### config.mk
export PLATFORM = sky130hd
export DESIGN_NAME = hm_ecc_sector
export DESIGN_NICKNAME = d
export VERILOG_FILES = /design/src/rtl/hm_ecc_pkg.sv /design/src/rtl/hm_parity_acc.sv /design/src/rtl/hm_code_ser.sv /design/src/rtl/hm_syndrome_eval.sv /design/src/rtl/hm_ctrl.sv /design/src/rtl/hm_ecc_sector.sv
export SDC_FILE = /design/constraint.sdc
export NUM_CORES = 1
export LEC_CHECK = 0
export ABC_AREA = 1
export BUFFER_PORTS_ARGS = -buffer_cell sky130_fd_sc_hd__buf_2
export CORE_ASPECT_RATIO = 1.25
export CORE_UTILIZATION = 60
export DETAILED_ROUTE_END_ITERATION = 8
export PLACE_DENSITY = 0.9
export SLEW_MARGIN = 10
export SYNTH_ARGS = -nofsm -noshare
export SYNTH_HDL_FRONTEND = slang
export SYNTH_SLANG_ARGS = --single-unit
### constraint.sdc
create_clock -name clk -period 5.48 [get_ports clk]
set_input_delay 0.548 -clock clk [delete_from_list [all_inputs] [get_ports clk]]
set_output_delay 0.548 -clock clk [all_outputs]
set_load 0.01 [all_outputs]
### src/rtl/hm_ecc_pkg.sv
// Shared types for the sector Hamming code generator/checker.
// Assumes: result encodings are visible at the top ports as raw 2-bit values.
package hm_ecc_pkg;
    typedef enum logic [1:0] {
        CHK_CLEAN    = 2'b00,
        CHK_FIX_DATA = 2'b01,
        CHK_FIX_CODE = 2'b10,
        CHK_BAD      = 2'b11
    } chk_status_e;

    typedef enum logic [1:0] {
        PH_IDLE = 2'b00,
        PH_DATA = 2'b01,
        PH_CODE = 2'b10
    } phase_e;
endpackage

### src/rtl/hm_parity_acc.sv
// Parity accumulator: folds one byte per cycle into two parity halves.
// Bit k of hi is the parity of data bits whose 12-bit position has bit k set;
// bit k of lo covers positions with bit k clear. Position = {byte addr, bit idx}.
// Assumes: clr has priority over take; addr is the byte index of din.
module hm_parity_acc #(
    parameter int ADDR_W = 9,
    localparam int HW    = ADDR_W + 3
) (
    input  logic              clk,
    input  logic              rst_n,
    input  logic              clr,
    input  logic              take,
    input  logic [ADDR_W-1:0] addr,
    input  logic [7:0]        din,
    output logic [HW-1:0]     par_lo,
    output logic [HW-1:0]     par_hi
);
    logic [HW-1:0] upd_lo;
    logic [HW-1:0] upd_hi;
    logic          byte_par;

    // Per-byte contribution of din to both halves.
    always_comb begin
        upd_lo   = '0;
        upd_hi   = '0;
        byte_par = ^din;
        for (int k = 0; k < 3; k++) begin
            for (int b = 0; b < 8; b++) begin
                if (((b >> k) & 1) == 1) upd_hi[k] = upd_hi[k] ^ din[b];
                else                     upd_lo[k] = upd_lo[k] ^ din[b];
            end
        end
        for (int j = 0; j < ADDR_W; j++) begin
            upd_hi[j+3] = addr[j] & byte_par;
            upd_lo[j+3] = ~addr[j] & byte_par;
        end
    end

    // Accumulate contributions; cleared at sector start.
    always_ff @(posedge clk) begin
        if (!rst_n || clr) begin
            par_lo <= '0;
            par_hi <= '0;
        end else if (take) begin
            par_lo <= par_lo ^ upd_lo;
            par_hi <= par_hi ^ upd_hi;
        end
    end
endmodule

### src/rtl/hm_code_ser.sv
// Code serializer: sends a code word out as NB bytes, least significant first,
// one per cycle, starting the cycle after kick.
// Assumes: code_word is stable for the whole burst; abort ends a burst at once.
module hm_code_ser #(
    parameter int CW = 24,
    parameter int NB = 3
) (
    input  logic          clk,
    input  logic          rst_n,
    input  logic          abort,
    input  logic          kick,
    input  logic [CW-1:0] code_word,
    output logic          ser_valid,
    output logic [7:0]    ser_byte
);
    localparam int IW = (NB > 1) ? $clog2(NB) : 1;

    logic [IW-1:0]   idx;
    logic            active;
    logic [NB*8-1:0] padded;

    // Zero-extend the code word to whole bytes.
    always_comb begin
        padded            = '0;
        padded[CW-1:0]    = code_word;
    end

    assign ser_valid = active;
    assign ser_byte  = padded[8*int'(idx) +: 8];

    // Burst sequencing.
    always_ff @(posedge clk) begin
        if (!rst_n || abort) begin
            active <= 1'b0;
            idx    <= '0;
        end else if (kick) begin
            active <= 1'b1;
            idx    <= '0;
        end else if (active) begin
            if (idx == IW'(NB - 1)) begin
                active <= 1'b0;
                idx    <= '0;
            end else begin
                idx <= idx + 1'b1;
            end
        end
    end
endmodule

### src/rtl/hm_syndrome_eval.sv
// Syndrome evaluator: classifies the mismatch between recomputed and stored code.
// Assumes: both codes are in the same (inverted) form, so the inversion cancels.
module hm_syndrome_eval
    import hm_ecc_pkg::*;
#(
    parameter int SECTOR_BYTES = 512,
    parameter int ADDR_W       = 9,
    localparam int HW          = ADDR_W + 3,
    localparam int CW          = 2 * HW
) (
    input  logic [CW-1:0]     calc_code,
    input  logic [CW-1:0]     stored_code,
    output logic [1:0]        status,
    output logic [ADDR_W-1:0] err_byte,
    output logic [2:0]        err_bit
);
    localparam logic [ADDR_W:0] LIMIT = (ADDR_W + 1)'(SECTOR_BYTES);

    logic [CW-1:0] mism;
    logic [HW-1:0] m_lo;
    logic [HW-1:0] m_hi;
    logic          is_comp;
    logic          is_single;
    logic          in_range;

    assign mism      = calc_code ^ stored_code;
    assign m_lo      = mism[HW-1:0];
    assign m_hi      = mism[CW-1:HW];
    assign is_comp   = &(m_lo ^ m_hi);
    assign is_single = (mism != '0) && ((mism & (mism - CW'(1))) == '0);
    assign in_range  = {1'b0, m_hi[HW-1:3]} < LIMIT;

    // Classification with error position only for a data fix.
    always_comb begin
        status   = CHK_BAD;
        err_byte = '0;
        err_bit  = '0;
        if (mism == '0) begin
            status = CHK_CLEAN;
        end else if (is_comp) begin
            if (in_range) begin
                status   = CHK_FIX_DATA;
                err_byte = m_hi[HW-1:3];
                err_bit  = m_hi[2:0];
            end
        end else if (is_single) begin
            status = CHK_FIX_CODE;
        end
    end
endmodule

### src/rtl/hm_ctrl.sv
// Sector sequencer: counts sector bytes, collects stored code bytes,
// raises the end-of-sector strobe and kicks the code serializer.
// Assumes: start wins over any byte presented in the same cycle.
module hm_ctrl
    import hm_ecc_pkg::*;
#(
    parameter int SECTOR_BYTES = 512,
    parameter int ADDR_W       = 9,
    parameter int NB           = 3
) (
    input  logic              clk,
    input  logic              rst_n,
    input  logic              start,
    input  logic              mode_in,
    input  logic              data_valid,
    input  logic              code_valid,
    input  logic [7:0]        code_byte,
    output logic              acc_clr,
    output logic              acc_take,
    output logic [ADDR_W-1:0] acc_addr,
    output logic [NB*8-1:0]   stored_code,
    output logic              ser_kick,
    output logic              done,
    output logic              rd_q
);
    localparam int CIW                   = (NB > 1) ? $clog2(NB) : 1;
    localparam logic [ADDR_W-1:0] LAST_A = ADDR_W'(SECTOR_BYTES - 1);
    localparam logic [CIW-1:0]    LAST_C = CIW'(NB - 1);

    phase_e            phase;
    logic [ADDR_W-1:0] cnt_data;
    logic [CIW-1:0]    cnt_code;
    logic              code_take;
    logic              last_data;
    logic              last_code;

    assign acc_clr   = start;
    assign acc_take  = (phase == PH_DATA) && data_valid && !start;
    assign acc_addr  = cnt_data;
    assign last_data = acc_take && (cnt_data == LAST_A);
    assign code_take = (phase == PH_CODE) && code_valid && !start;
    assign last_code = code_take && (cnt_code == LAST_C);
    assign ser_kick  = last_data && !rd_q;

    // End-of-sector strobe, one cycle after the final accepted byte.
    always_ff @(posedge clk) begin
        if (!rst_n) done <= 1'b0;
        else        done <= (last_data && !rd_q) || last_code;
    end

    // Phase, counters and stored-code capture.
    always_ff @(posedge clk) begin
        if (!rst_n) begin
            phase       <= PH_IDLE;
            cnt_data    <= '0;
            cnt_code    <= '0;
            stored_code <= '0;
            rd_q        <= 1'b0;
        end else if (start) begin
            phase       <= PH_DATA;
            cnt_data    <= '0;
            cnt_code    <= '0;
            stored_code <= '0;
            rd_q        <= mode_in;
        end else begin
            if (acc_take) begin
                if (last_data) begin
                    cnt_data <= '0;
                    phase    <= rd_q ? PH_CODE : PH_IDLE;
                end else begin
                    cnt_data <= cnt_data + 1'b1;
                end
            end
            if (code_take) begin
                stored_code[8*int'(cnt_code) +: 8] <= code_byte;
                if (last_code) begin
                    cnt_code <= '0;
                    phase    <= PH_IDLE;
                end else begin
                    cnt_code <= cnt_code + 1'b1;
                end
            end
        end
    end
endmodule

### src/rtl/hm_ecc_sector.sv
// Top: sector Hamming code generator and checker.
// Generate mode streams out the inverted packed code; check mode classifies
// the mismatch against the stored code. Result ports read zero after a generate.
// Assumes: one byte per cycle at most; start opens every sector.
module hm_ecc_sector #(
    parameter int SECTOR_BYTES = 512,
    localparam int ADDR_W      = $clog2(SECTOR_BYTES),
    localparam int HW          = ADDR_W + 3,
    localparam int CW          = 2 * HW,
    localparam int NB          = (CW + 7) / 8
) (
    input  logic              clk,
    input  logic              rst_n,
    input  logic              start,
    input  logic              check_mode,
    input  logic              data_valid,
    input  logic [7:0]        data_byte,
    input  logic              code_valid,
    input  logic [7:0]        code_byte,
    output logic              done,
    output logic              enc_valid,
    output logic [7:0]        enc_byte,
    output logic [1:0]        chk_status,
    output logic [ADDR_W-1:0] err_byte,
    output logic [2:0]        err_bit
);
    logic              acc_clr;
    logic              acc_take;
    logic [ADDR_W-1:0] acc_addr;
    logic [HW-1:0]     par_lo;
    logic [HW-1:0]     par_hi;
    logic [NB*8-1:0]   stored_code;
    logic              ser_kick;
    logic              rd_q;
    logic [CW-1:0]     calc_code;
    logic [1:0]        ev_status;
    logic [ADDR_W-1:0] ev_byte;
    logic [2:0]        ev_bit;

    hm_ctrl #(
        .SECTOR_BYTES(SECTOR_BYTES),
        .ADDR_W      (ADDR_W),
        .NB          (NB)
    ) u_ctrl (
        .clk        (clk),
        .rst_n      (rst_n),
        .start      (start),
        .mode_in    (check_mode),
        .data_valid (data_valid),
        .code_valid (code_valid),
        .code_byte  (code_byte),
        .acc_clr    (acc_clr),
        .acc_take   (acc_take),
        .acc_addr   (acc_addr),
        .stored_code(stored_code),
        .ser_kick   (ser_kick),
        .done       (done),
        .rd_q       (rd_q)
    );

    hm_parity_acc #(.ADDR_W(ADDR_W)) u_acc (
        .clk   (clk),
        .rst_n (rst_n),
        .clr   (acc_clr),
        .take  (acc_take),
        .addr  (acc_addr),
        .din   (data_byte),
        .par_lo(par_lo),
        .par_hi(par_hi)
    );

    assign calc_code = ~{par_hi, par_lo};

    hm_code_ser #(.CW(CW), .NB(NB)) u_ser (
        .clk      (clk),
        .rst_n    (rst_n),
        .abort    (start),
        .kick     (ser_kick),
        .code_word(calc_code),
        .ser_valid(enc_valid),
        .ser_byte (enc_byte)
    );

    hm_syndrome_eval #(
        .SECTOR_BYTES(SECTOR_BYTES),
        .ADDR_W      (ADDR_W)
    ) u_eval (
        .calc_code  (calc_code),
        .stored_code(stored_code[CW-1:0]),
        .status     (ev_status),
        .err_byte   (ev_byte),
        .err_bit    (ev_bit)
    );

    assign chk_status = rd_q ? ev_status : 2'b00;
    assign err_byte   = rd_q ? ev_byte   : '0;
    assign err_bit    = rd_q ? ev_bit    : '0;
endmodule

Word-level counts from Yosys, hierarchy flattened
Index checks and enable logic that the tools add are counted.
{ "totals": {"regBits": 66, "inputBits": 22, "word_cells": 118} }
{ "op_classes": {"n_addsub": 5, "n_eq_ne": 5, "shifts": 3, "n_mux": 23, "n_bitwise": 51, "reduce_logical": 20} }
{ "op_table": {"columns": ["op", "n"], "rows": [
  ["zero test 24 bit", 2],
  ["2-to-1 mux 9 bit", 4],
  ["bitwise XOR 12 bit", 3],
  ["negation 5 -> 33 bit", 1],
  ["variable shift 8 x 33 -> 24 bit, first input constant", 1],
  ["variable part select 8 x 33 -> 24 bit", 1],
  ["bitwise AND 24 bit", 1],
  ["bitwise mux 24 bit", 1],
  ["inverter 24 bit", 1],
  ["nonzero test 24 bit", 1],
  ["variable part select 24 x 6 -> 8 bit", 1],
  ["subtractor 24 x 1 -> 24 bit, second input constant", 1],
  ["bitwise XOR 24 bit", 1],
  ["2-to-1 mux 2 bit", 10],
  ["bitwise AND 1 bit", 18],
  ["bitwise XOR 1 bit", 17],
  ["AND reduction 12 bit", 1],
  ["inverter 1 bit", 10],
  ["adder 9 x 1 -> 9 bit, second input constant", 1],
  ["== test 9 bit, second input constant", 1],
  ["2-to-1 mux 3 bit", 3],
  ["logical AND 1 bit", 8],
  ["parity 8 bit", 1],
  ["== test 2 bit, second input constant", 3],
  ["6 further kinds", 15]
]} }

Logic depth before layout (Yosys ltp)
Gate-level depths: netlist (run 1).
{ "depth": {"depth_word": 10, "mapped_depth": 14} }

Modules after synthesis
From an unflattened synthesis (run 1), not the netlist that was laid out.
{ "hier_totals": {"hier_cells": 938, "area_unflattened_um2": 5147.4} }
{ "by_module_without_submodules": {"columns": ["module", "n_inst", "cells_per_inst", "area_per_inst_um2", "seq_area_each_um2"], "rows": [
  ["hm_ctrl", 1, 261, 1790.5, 780.7],
  ["hm_parity_acc", 1, 246, 1476.4, 480.5],
  ["hm_syndrome_eval", 1, 324, 1383.8, 0.0],
  ["hm_code_ser", 1, 54, 290.3, 60.1],
  ["hm_ecc_sector", 1, 53, 206.4, 0.0]
]} }

Worst setup path before layout (run 1)
No wires, ideal clock.
{ "synth_timing": {"path_type": "register to output", "start": "register u_acc.par_hi[5]", "end": "output port err_bit[0]", "arrival_time_ns": 1.423, "t_required_ns": 4.932, "setup_slack_ns": 3.509, "path_stages_with_launch": 13, "n_path_buf": 1, "cell_sequence": "dfxtp_1 -> inv_1 -> nand2_1 -> nand2_1 -> nand2_1 -> nand2_1 -> nand2_1 -> nor2_1 -> nand3_1 -> inv_1 -> nand2_1 -> clkbuf_1 -> nor2_1"} }
{ "synth_between": {"elab_chain_cells": 7, "word_cells_on_any_way": 8} }
{ "synth_rtl": {"columns": ["item", "line_no", "source"], "rows": [
  ["start: declaration", "hm_parity_acc.sv:16", "output logic [HW-1:0] par_hi"],
  ["start signal: assignment", "hm_parity_acc.sv:46", "par_hi <= par_hi ^ upd_hi;"],
  ["inverter 24 bit *", "hm_ecc_sector.sv:72", "assign calc_code = ~{par_hi, par_lo};"],
  ["bitwise XOR 24 bit *", "hm_syndrome_eval.sv:26", "assign mism = calc_code ^ stored_code;"],
  ["bitwise XOR 12 bit", "hm_syndrome_eval.sv:29", "assign is_comp = &(m_lo ^ m_hi);"],
  ["AND reduction 12 bit", "hm_syndrome_eval.sv:29", null],
  ["2-to-1 mux 3 bit", "hm_syndrome_eval.sv:40", "end else if (is_comp) begin"],
  ["2-to-1 mux 3 bit *", "hm_syndrome_eval.sv:38", "if (mism == '0) begin"],
  ["2-to-1 mux 3 bit *", "hm_ecc_sector.sv:97", "assign err_bit = rd_q ? ev_bit : '0;"],
  ["end: declaration", "hm_ecc_sector.sv:25", "output logic [2:0] err_bit"]
]} }
Every way passes the cells marked *; elsewhere a longest branch is shown, timed or not.

Worst setup path after layout (run 1)
{ "layout_timing": {"start": "register u_ctrl.stored_code[19]", "end": "output port err_byte[0]"} }
{ "layout_between": {"elab_chain_cells": 6, "word_cells_on_any_way": 7} }
{ "layout_rtl": {"columns": ["item", "line_no", "source"], "rows": [
  ["start: declaration", "hm_ctrl.sv:21", "output logic [NB*8-1:0] stored_code,"],
  ["start signal: indexed assignment", "hm_ctrl.sv:75", "stored_code[8*int'(cnt_code) +: 8] <= code_byte;"],
  ["bitwise XOR 24 bit *", "hm_syndrome_eval.sv:26", null],
  ["bitwise XOR 12 bit", "hm_syndrome_eval.sv:29", null],
  ["AND reduction 12 bit", "hm_syndrome_eval.sv:29", null],
  ["2-to-1 mux 9 bit", "hm_syndrome_eval.sv:40", null],
  ["2-to-1 mux 9 bit *", "hm_syndrome_eval.sv:38", null],
  ["2-to-1 mux 9 bit *", "hm_ecc_sector.sv:96", "assign err_byte = rd_q ? ev_byte : '0;"],
  ["end: declaration", "hm_ecc_sector.sv:24", "output logic [ADDR_W-1:0] err_byte,"]
]} }
Marked as above.

==> reports/results.tsv, run 1 <==
metric	value	unit
synth-compound-area-share	15.3	%
relSlewSlack	26.7	%
netlist_instances	730	
fin_area	4930	sq um
critical-path-top-delay-family	simple AND/OR/NAND/NOR gates	
clk_pin_slew	0.08	ns
timing_worst_slew_pin_value	1.10	ns
ir_drop	0.190	mV
place_congestion	1.01	
synth_largest_area_cell	dfxtp_1	
crit_fanout	12	
post_cts_buffers	0	
cts_tree	done	
rr_startpoint	u_ctrl.cnt_code[0]$_SDFFE_PP0P_	
numClockSinks	66	
drtPass1Iterations	6	
via_per_inst	5.83	
synthArstFlopShare	0	%
ctsResizeCount	0	
cap_violations	0	
crit_top_cell	nand2_1	
io_buffers	45	
crit_type	flop to output port	
initial_core_util	63.0	%
hold_class	primary input to flop	
instances_no_fill	869	
holdPathStages	3	
hp-start	check_mode	
syn_nets	758	
multi_input_area	2700	sq um
slew_viol_final	0	
insertedDiodeCount	0	
rr_endpoint	u_ctrl.stored_code[2]$_SDFFE_PP0P_	
hold_buffers	0	
drc_errors	0	
die_area	7760	sq um
grt_pass1_vias	4762	
synth_top_area_share	29.7	%
via_count	5066	
core.rowCount	34	
synthTopCellsByArea	dfxtp_1 30%, nand2_1 22%, inv_1 7.6%, nor2_1 7.5%, o21ai_0 5.5%	
die_w	79	um
die_h	98.3	um
syn-cell-area	4450	sq um
fillers	637	
drt_iter0_markers	460	
hold_viol	0	
synthXorXnorAreaFrac	3.12	%
synthAdderAreaFrac	1.69	%
fin_crit_sh	53.5	%
fmax	0.341	GHz
grt_max_degree	37	
crit_chain	xor2_1 -> nand2_1 -> nand2_1 -> nand2_1 -> nor2_1 -> nand3_1 -> inv_1 -> nand2_1 -> nor2_1 -> buf_2	
setup_tns	0	ns
dpl-instance-area	4710	sq um
worst_slack	2.55	ns
core_area	7060	sq um
finalNetCount	802	
fin_skew	0.0147	ns
setup_viol_count_final	0	
fin_crit	2.93	ns
crit_buf_inv	2	
min_to	u_ctrl.rd_q$_SDFFE_PN0P_	
r2r_setup_slack	3.21	ns
cellPowerDensity	208	nW/um^2
syn_to_final_growth	10.9	%
antenna_found_initial	0	
regArea	1320	sq um
yosysMostFrequentCell	nand2_1	
drive_above_1_share	10.9	%
r2r_cells	8	
wl	14.5	mm
cp-end-kind	output port	
synthTopCellsByCount	263 x nand2_1, 90 x inv_1, 89 x nor2_1	
ant_nets	0	
slowest_stage	dfxtp_1	
synth_top_family_by_area	simple AND/OR/NAND/NOR gates	
dpl.cell_count	853	
yosys_warnings	0	
cts_buffer_depth	2	
cts_buffers	9	
yosys.area_share.simple	40.4	%
dpl.hpwl	11.2	mm
clk_latency	0.35	ns
synth_ff_type	dfxtp_1	
synth_cell_types	35	
start_kind	flop	
grt_pass1_wl	23.2	mm
synth.yosys.seq_area_share	29.7	%
avgSynthCellArea	6.09	sq um
ios	46	
p_leak	2.06	nW
cts-root-buf	clkbuf_8	
synth_seq_cells	66	
required	4.93	ns
grt-ovfl-total	0	
synth-edff-count	0	
wl_per_cell	16.6	um
status	finished, final reports clean	
cts_max_level	3	
slowest_delay	0.44	ns
rsz0062_at_grt	false	
grtUsageTotal	39.0	%
place_worst_setup_slack	2.94	ns
synthMuxAreaShare	0.225	%
cp.arrival	2.38	ns
worst register-to-register path: stages (launching register included):
cell	delay [ns]
dfxtp_1	0.34
inv_1	0.21
ha_1	0.22
clkinv_1	0.22
nor3_1	0.65
inv_1	0.16
nor2_1	0.16
o21ai_0	0.10
a21oi_1	0.14
logic make-up after synthesis:
| group | Yosys count |
|---|---|
| mux | 1 |
| flops | 66 |
| compound gates | 121 |
| buf+inv | 104 |
| xor+xnor | 15 |
| simple gates | 417 |
| fa+ha+maj | 6 |
worst max path at each step:
| stage | start | end | cells after the start |
|---|---|---|---|
| 4_1_cts | u_ctrl.stored_code[23]$_SDFFE_PP0P_ | err_bit[2] | 13 |
| 3_3_place_gp | u_acc.par_lo[9]$_SDFFE_PP0P_ | chk_status[0] | 13 |
| 3_5_place_dp | start | u_ctrl.acc_addr[2]$_SDFFE_PP0P_ | 9 |
| 6_report | u_ctrl.stored_code[19]$_SDFFE_PP0P_ | err_byte[0] | 10 |
| 2_1_floorplan | u_acc.par_hi[5]$_SDFFE_PP0P_ | err_bit[0] | 12 |
| 5_1_grt | u_acc.par_lo[9]$_SDFFE_PP0P_ | chk_status[0] | 13 |
where the power goes:
| group | total, mW | switching (mW) | internal [mW] |
|---|---|---|---|
| Clock | 0.462 | 0.194 | 0.267 |
| Sequential | 0.487 | 0.00473 | 0.483 |
| Combinational | 0.0765 | 0.0509 | 0.0256 |
metal layers:
layer  up-vias  part of all wire (%)  GRT usage [%]
li1       2413                     -              -
met2       280                    48           66.0
met4         0                   5.8           22.8
met3        66                   8.2           7.57
met5         -                     0              0
met1      2307                    38           45.1
registers in the layout (all words and copies together), names as in the netlist:
name / cells
u_acc.par_hi: 12
u_acc.par_lo: 12
u_ctrl.acc_addr: 9
u_ctrl.cnt_code: 2
u_ctrl.done: 1
u_ctrl.phase: 2
u_ctrl.rd_q: 1
u_ctrl.stored_code: 24
u_ser.idx: 2
u_ser.ser_valid: 1
area by class of cell:
cell class	count	area share, %
multi-input cells	560	54.8
flip-flops and latches	66	26.8
inverters	91	6.93
repair buffers	46	4.72
clock buffers	11	2.87
well taps	90	2.28
clock inverters	5	1.57
placed cells by master, fill, tap and decap left out, drive strengths merged, types with 2 or more instances in the layout:
master,instances
clkinv,3
nand3b,2
nor4,2
nor3b,13
a21oi,45
buf,46
a211oi,14
ha,6
xnor2,9
xor2,6
clkbuf,11
bufinv,2
nand3,17
dfxtp,66
o21ai,51
nand4,4
nor2,89
or2,3
nor3,22
nand2,264
inv,90
o221ai,8
stage by stage:
step           utilization [%]  total power [mW]  hold WS (ns)
6_report                  69.8              1.03         0.428
2_1_floorplan                -             0.547         0.444
4_1_cts                   69.8              1.02         0.427
3_5_place_dp              66.7             0.572         0.465
3_3_place_gp              66.7             0.569         0.460
5_1_grt                   69.8              1.05         0.476
Note: power is estimated with default switching activity, not from simulation.
==> run 2: changes to the inputs <==
- CORE_UTILIZATION: 60 -> 54
- PLACE_DENSITY: 0.9 -> 0.86
- clock period: 5.48 -> 2.5 ns (I/O delays scaled with it)
==> run 2 against run 1 <==
  * Clock-buffer cell count grew 3
  * Combinational power grew 130%
  * Clock skew shrank 0.0090 ns
  * Non-clock buffer count grew 6
  * Utilization shrank 5.4 points
  * First-iteration DRC count grew 0.43%
  * Final area grew 2.9%
  * Critical path type unchanged
  * Critical endpoint is now err_bit[2]
  * Highest routed layer unchanged
==> reports/results.tsv, run 2 (synthesized netlist as in run 1, its figures left out) <==
metric	value	unit	change
die_w	83.2	um	+5.3%
dpl-instance-area	4760	sq um	+1.1%
ios	46		unchanged
critical-path-top-delay-family	simple AND/OR/NAND/NOR gates		
cellPowerDensity	413	nW/um^2	+99%
initial_core_util	56.4	%	-6.6 points
grtUsageTotal	36.1	%	-2.9 points
hold_class	primary input to flop		
drc_errors	0		unchanged
setup_tns	0	ns	unchanged
fin_area	5070	sq um	+2.9%
cp-end-kind	output port		
fin_crit_sh	96.4	%	
clk_pin_slew	0.07	ns	about the same
crit_top_cell	nand2_1		
cp.arrival	2.16	ns	-0.22 ns
fin_skew	0.00569	ns	-0.00899 ns
required	2.25	ns	-2.68 ns
grt_max_degree	37		unchanged
slew_viol_final	0		unchanged
core.rowCount	36		+5.9%
cts-root-buf	clkbuf_8		
crit_type	flop to output port		
relSlewSlack	18.9	%	-7.8 points
cap_violations	0		unchanged
wl_per_cell	17.4	um	+4.5%
ant_nets	0		unchanged
drive_above_1_share	18.0	%	+7.1 points
via_count	5188		+2.4%
post_cts_buffers	0		unchanged
top_register	u_ctrl.stored_code		
largest_register_ffs	24		unchanged
drtPass1Iterations	6		unchanged
cts_max_level	3		unchanged
rsz0062_at_grt	true		
cts_buffers	9		unchanged
final_common_cell	nand2_1		
hold_buffers	0		unchanged
crit_fanout	12		unchanged
clk_latency	0.36	ns	about the same
slowest_delay	0.43	ns	about the same
hold_viol	0		unchanged
crit_chain	xnor2_1 -> nand2_1 -> nand2_1 -> nand2_1 -> nor2_1 -> nand3_1 -> inv_1 -> nand2_4 -> nor2_1 -> buf_2		
fmax	0.415	GHz	
p_leak	2.10	nW	+1.7%
top_regs	u_ctrl.stored_code: 24 flops, u_acc.par_hi: 12 flops, u_acc.par_lo: 12 flops		
ir_drop	0.374	mV	+97%
via_per_inst	5.90		+1.1%
dpl.hpwl	11.6	mm	+3.6%
die_h	103	um	+5.3%
io_buffers	45		unchanged
grt_pass1_vias	4934		+3.6%
die_area	8600	sq um	+11%
antenna_found_initial	0		unchanged
insertedDiodeCount	0		unchanged
status	finished, final reports clean		
start_kind	flop		
numClockSinks	66		unchanged
final_util	64.4	%	-5.4 points
slowest_stage	xnor2_1		
crit_buf_inv	2		unchanged
drt_iter0_markers	462		+0.43%
fin_crit	2.41	ns	
core_area	7880	sq um	+12%
cts_tree	done		
layout_common_cells	244 x nand2_1, 85 x inv_1, 73 x nor2_1		
setup_viol_count_final	0		unchanged
grt-ovfl-total	0		unchanged
grt_pass1_wl	24.0	mm	+3.3%
cts_buffer_depth	2		unchanged
place_congestion	1.01		+0.55%
syn_to_final_growth	14.1	%	
finalNetCount	808		+0.75%
wl	15.3	mm	+5.9%
fillers	726		+14%
timing_worst_slew_pin_value	1.22	ns	+0.117 ns
==> run 2: timing repair <==
action                     in CTS  in global routing
setup endpoints to repair      12                 13
pin swaps                       0                  5
gates resized for setup         1                 55
==> run 2: tightest hold or removal path, cell delays in order <==
cell    delay, ns
buf_2        0.08
nor2_1       0.04
nor2_1       0.08
==> run 2: worst paths after layout <==
kind                                            start                                  end  slack [ns]  cells after the start
setup / recovery  u_ctrl.stored_code[19]$_SDFFE_PP0P_                           err_bit[2]        0.09                     10
hold / removal                             check_mode             u_ctrl.rd_q$_SDFFE_PN0P_        0.12                      3
setup reg to reg      u_ctrl.acc_addr[1]$_SDFFE_PP0P_           u_ctrl.phase[1]$_SDFF_PP0_        0.40                      8
hold reg to reg   u_ctrl.stored_code[22]$_SDFFE_PP0P_  u_ctrl.stored_code[22]$_SDFFE_PP0P_        0.47                      2
==> run 2: per-stage QoR <==
step	hold WS, ns	std cells	power (mW)	setup WS [ns]
after floorplan	0.385	730	1.20	0.768
after global placement	0.458	864	1.25	0.363
after detailed placement	0.474	864	1.26	0.329
after CTS	0.130	880	2.08	0.00297
after global routing	0.137	880	2.15	-0.0300
final	0.124	880	2.10	0.0910
==> run 2: where the power goes <==
part / leakage, nW / internal (mW) / switching, mW
Combinational: 1.46 / 0.0584 / 0.116
Clock: 0.0965 / 0.439 / 0.414
Sequential: 0.537 / 1.06 / 0.0106
==> run 2: area by class of cell <==
type                       count  area [sq um]  area share, %
clock buffer                  14           173           3.40
clock inverter                 2          10.0          0.197
inverter                      91           342           6.73
multi-input combinational    560          2820           55.6
sequential                    66          1330           26.3
tap                           95           119           2.34
timing repair buffer          52           278           5.47
==> run 2: layer usage <==
metal / GRT usage (%) / vias up / part of all wire, %
met2: 62.7 / 296 / 47
li1: - / 2432 / -
met5: 0 / - / 0
met1: 39.0 / 2375 / 36
met4: 27.9 / 0 / 7.7
met3: 8.02 / 85 / 9.2
==> run 3: changes to the inputs <==
- CTS_BUF_LIST: unset -> sky130_fd_sc_hd__clkbuf_4 sky130_fd_sc_hd__clkbuf_8 sky130_fd_sc_hd__clkbuf_16
==> run 3 against run 2 <==
  * Sequential power hardly changed
  * Hold slack worse by 0.0042 ns
  * Sequential cell count did not move
  * Final cell count increased by 0.11%
  * Routed wire length decreased by 1.0%
==> reports/results.tsv, run 3 (synthesized netlist as in run 1, its figures left out) <==
metric	value	unit	change
grtUsageTotal	36.4	%	+0.26 points
drc_errors	0		unchanged
setup_tns	0	ns	unchanged
required	2.25	ns	about the same
syn_to_final_growth	14.6	%	
hold_class	primary input to flop		
status	finished, final reports clean		
antenna_found_initial	0		unchanged
fin_crit_sh	97.1	%	+0.70 points
cts_buffers	9		unchanged
drtPass1Iterations	6		unchanged
largest_register_ffs	24		unchanged
relSlewSlack	20.3	%	+1.4 points
fin_skew	0.00649	ns	+0.000796 ns
clk_pin_slew	0.07	ns	about the same
insertedDiodeCount	0		unchanged
grt_pass1_vias	4926		-0.16%
layout_common_cells	243 x nand2_1, 86 x inv_1, 73 x nor2_1		
dpl-instance-area	4760	sq um	unchanged
hold_viol	0		unchanged
final_util	64.6	%	+0.25 points
r2r_cells	8		unchanged
via_per_inst	5.90		about the same
holdPathStages	3		unchanged
start_kind	flop		
cap_violations	0		unchanged
cts_buffer_depth	2		unchanged
core_area	7880	sq um	unchanged
fin_area	5090	sq um	+0.39%
timing_worst_slew_pin_value	1.19	ns	-0.0214 ns
cts_max_level	3		unchanged
drt_iter0_markers	374		-19%
hold_slack	0.120	ns	-0.00419 ns
wl_per_cell	17.2	um	-1.1%
total_power	2.12	mW	+1.1%
slew_viol_final	0		unchanged
ant_nets	0		unchanged
instances_no_fill	881		+0.11%
place_congestion	1.01		unchanged
cts_tree	done		
cellPowerDensity	416	nW/um^2	+0.75%
initial_core_util	56.4	%	unchanged
die_w	83.2	um	unchanged
die_h	103	um	unchanged
crit_type	flop to output port		
die_area	8600	sq um	unchanged
grt-ovfl-total	0		unchanged
dpl.hpwl	11.6	mm	unchanged
core.rowCount	36		unchanged
p_leak	2.11	nW	+0.55%
cp-end-kind	output port		
top_regs	u_ctrl.stored_code: 24 flops, u_acc.par_hi: 12 flops, u_acc.par_lo: 12 flops		
via_count	5195		+0.13%
cts-root-buf	clkbuf_8		
drive_above_1_share	18.4	%	+0.49 points
cp.arrival	2.18	ns	+0.02 ns
setup_viol_count_final	0		unchanged
fillers	715		-1.5%
place_worst_setup_slack	0.329	ns	unchanged
numClockSinks	66		unchanged
clk_latency	0.36	ns	about the same
worst_slack	0.0735	ns	-0.0175 ns
final_common_cell	nand2_1		
top_register	u_ctrl.stored_code		
finalNetCount	809		+0.12%
fmax	0.412	GHz	-0.72%
grt_pass1_wl	24.1	mm	+0.46%
ios	46		unchanged
wl	15.1	mm	-1.0%
crit_fanout	4		-8
dpl.cell_count	864		unchanged
io_buffers	45		unchanged
rsz0062_at_grt	true		
grt_max_degree	37		unchanged
ir_drop	0.376	mV	+0.53%
fin_crit	2.43	ns	+0.0175 ns
==> run 3: area by class of cell <==
type / count / area (sq um) / area share (%)
multi-input combinational: 560 / 2830 / 55.5
clock buffer: 14 / 180 / 3.54
tap: 95 / 119 / 2.33
timing repair buffer: 53 / 285 / 5.60
inverter: 91 / 342 / 6.70
clock inverter: 2 / 10.0 / 0.196
sequential: 66 / 1330 / 26.2
==> run 3: critical path, cell delays in order (launching register included) <==
cell and delay, ns:
dfxtp_1 0.35, inv_1 0.15, nand2_1 0.09, nand2_2 0.13, nand2_1 0.16, nor2_2 0.18, nand2_1 0.06, o21ai_0 0.21
nand2_1 0.07, inv_1 0.06, nand2_1 0.05, nor2_2 0.09, a21oi_1 0.07, buf_2 0.13
==> run 3: path summary, 6_finish.rpt <==
path | start | to | slack (ns)
worst max-delay path | u_acc.par_hi[3]$_SDFFE_PP0P_ | chk_status[0] | 0.07
worst min-delay path | check_mode | u_ctrl.rd_q$_SDFFE_PN0P_ | 0.12
worst max register to register | u_ctrl.acc_addr[1]$_SDFFE_PP0P_ | u_ctrl.phase[1]$_SDFF_PP0_ | 0.37
worst min register to register | u_ctrl.stored_code[22]$_SDFFE_PP0P_ | u_ctrl.stored_code[22]$_SDFFE_PP0P_ | 0.48
==> run 3: repair_timing <==
item / 4_1_cts / 5_1_grt
pin swaps: 0 / 6
gates resized for setup: 1 / 56
hold buffers: 0 / 0
buffers inserted: 0 / 1
setup endpoints to repair: 12 / 13
==> run 3: metal layers <==
metal	share of wire (%)	global-route usage (%)	vias to the layer above
li1	-	-	2430
met1	37	39.5	2390
met2	48	62.9	288
met3	8.0	8.25	87
met4	7.0	27.7	0
met5	0	0	-
==> run 3: power by group <==
group | internal [mW] | total [mW] | switching (mW)
logic | 0.0584 | 0.174 | 0.115
clock network | 0.461 | 0.878 | 0.417
registers | 1.06 | 1.07 | 0.0104
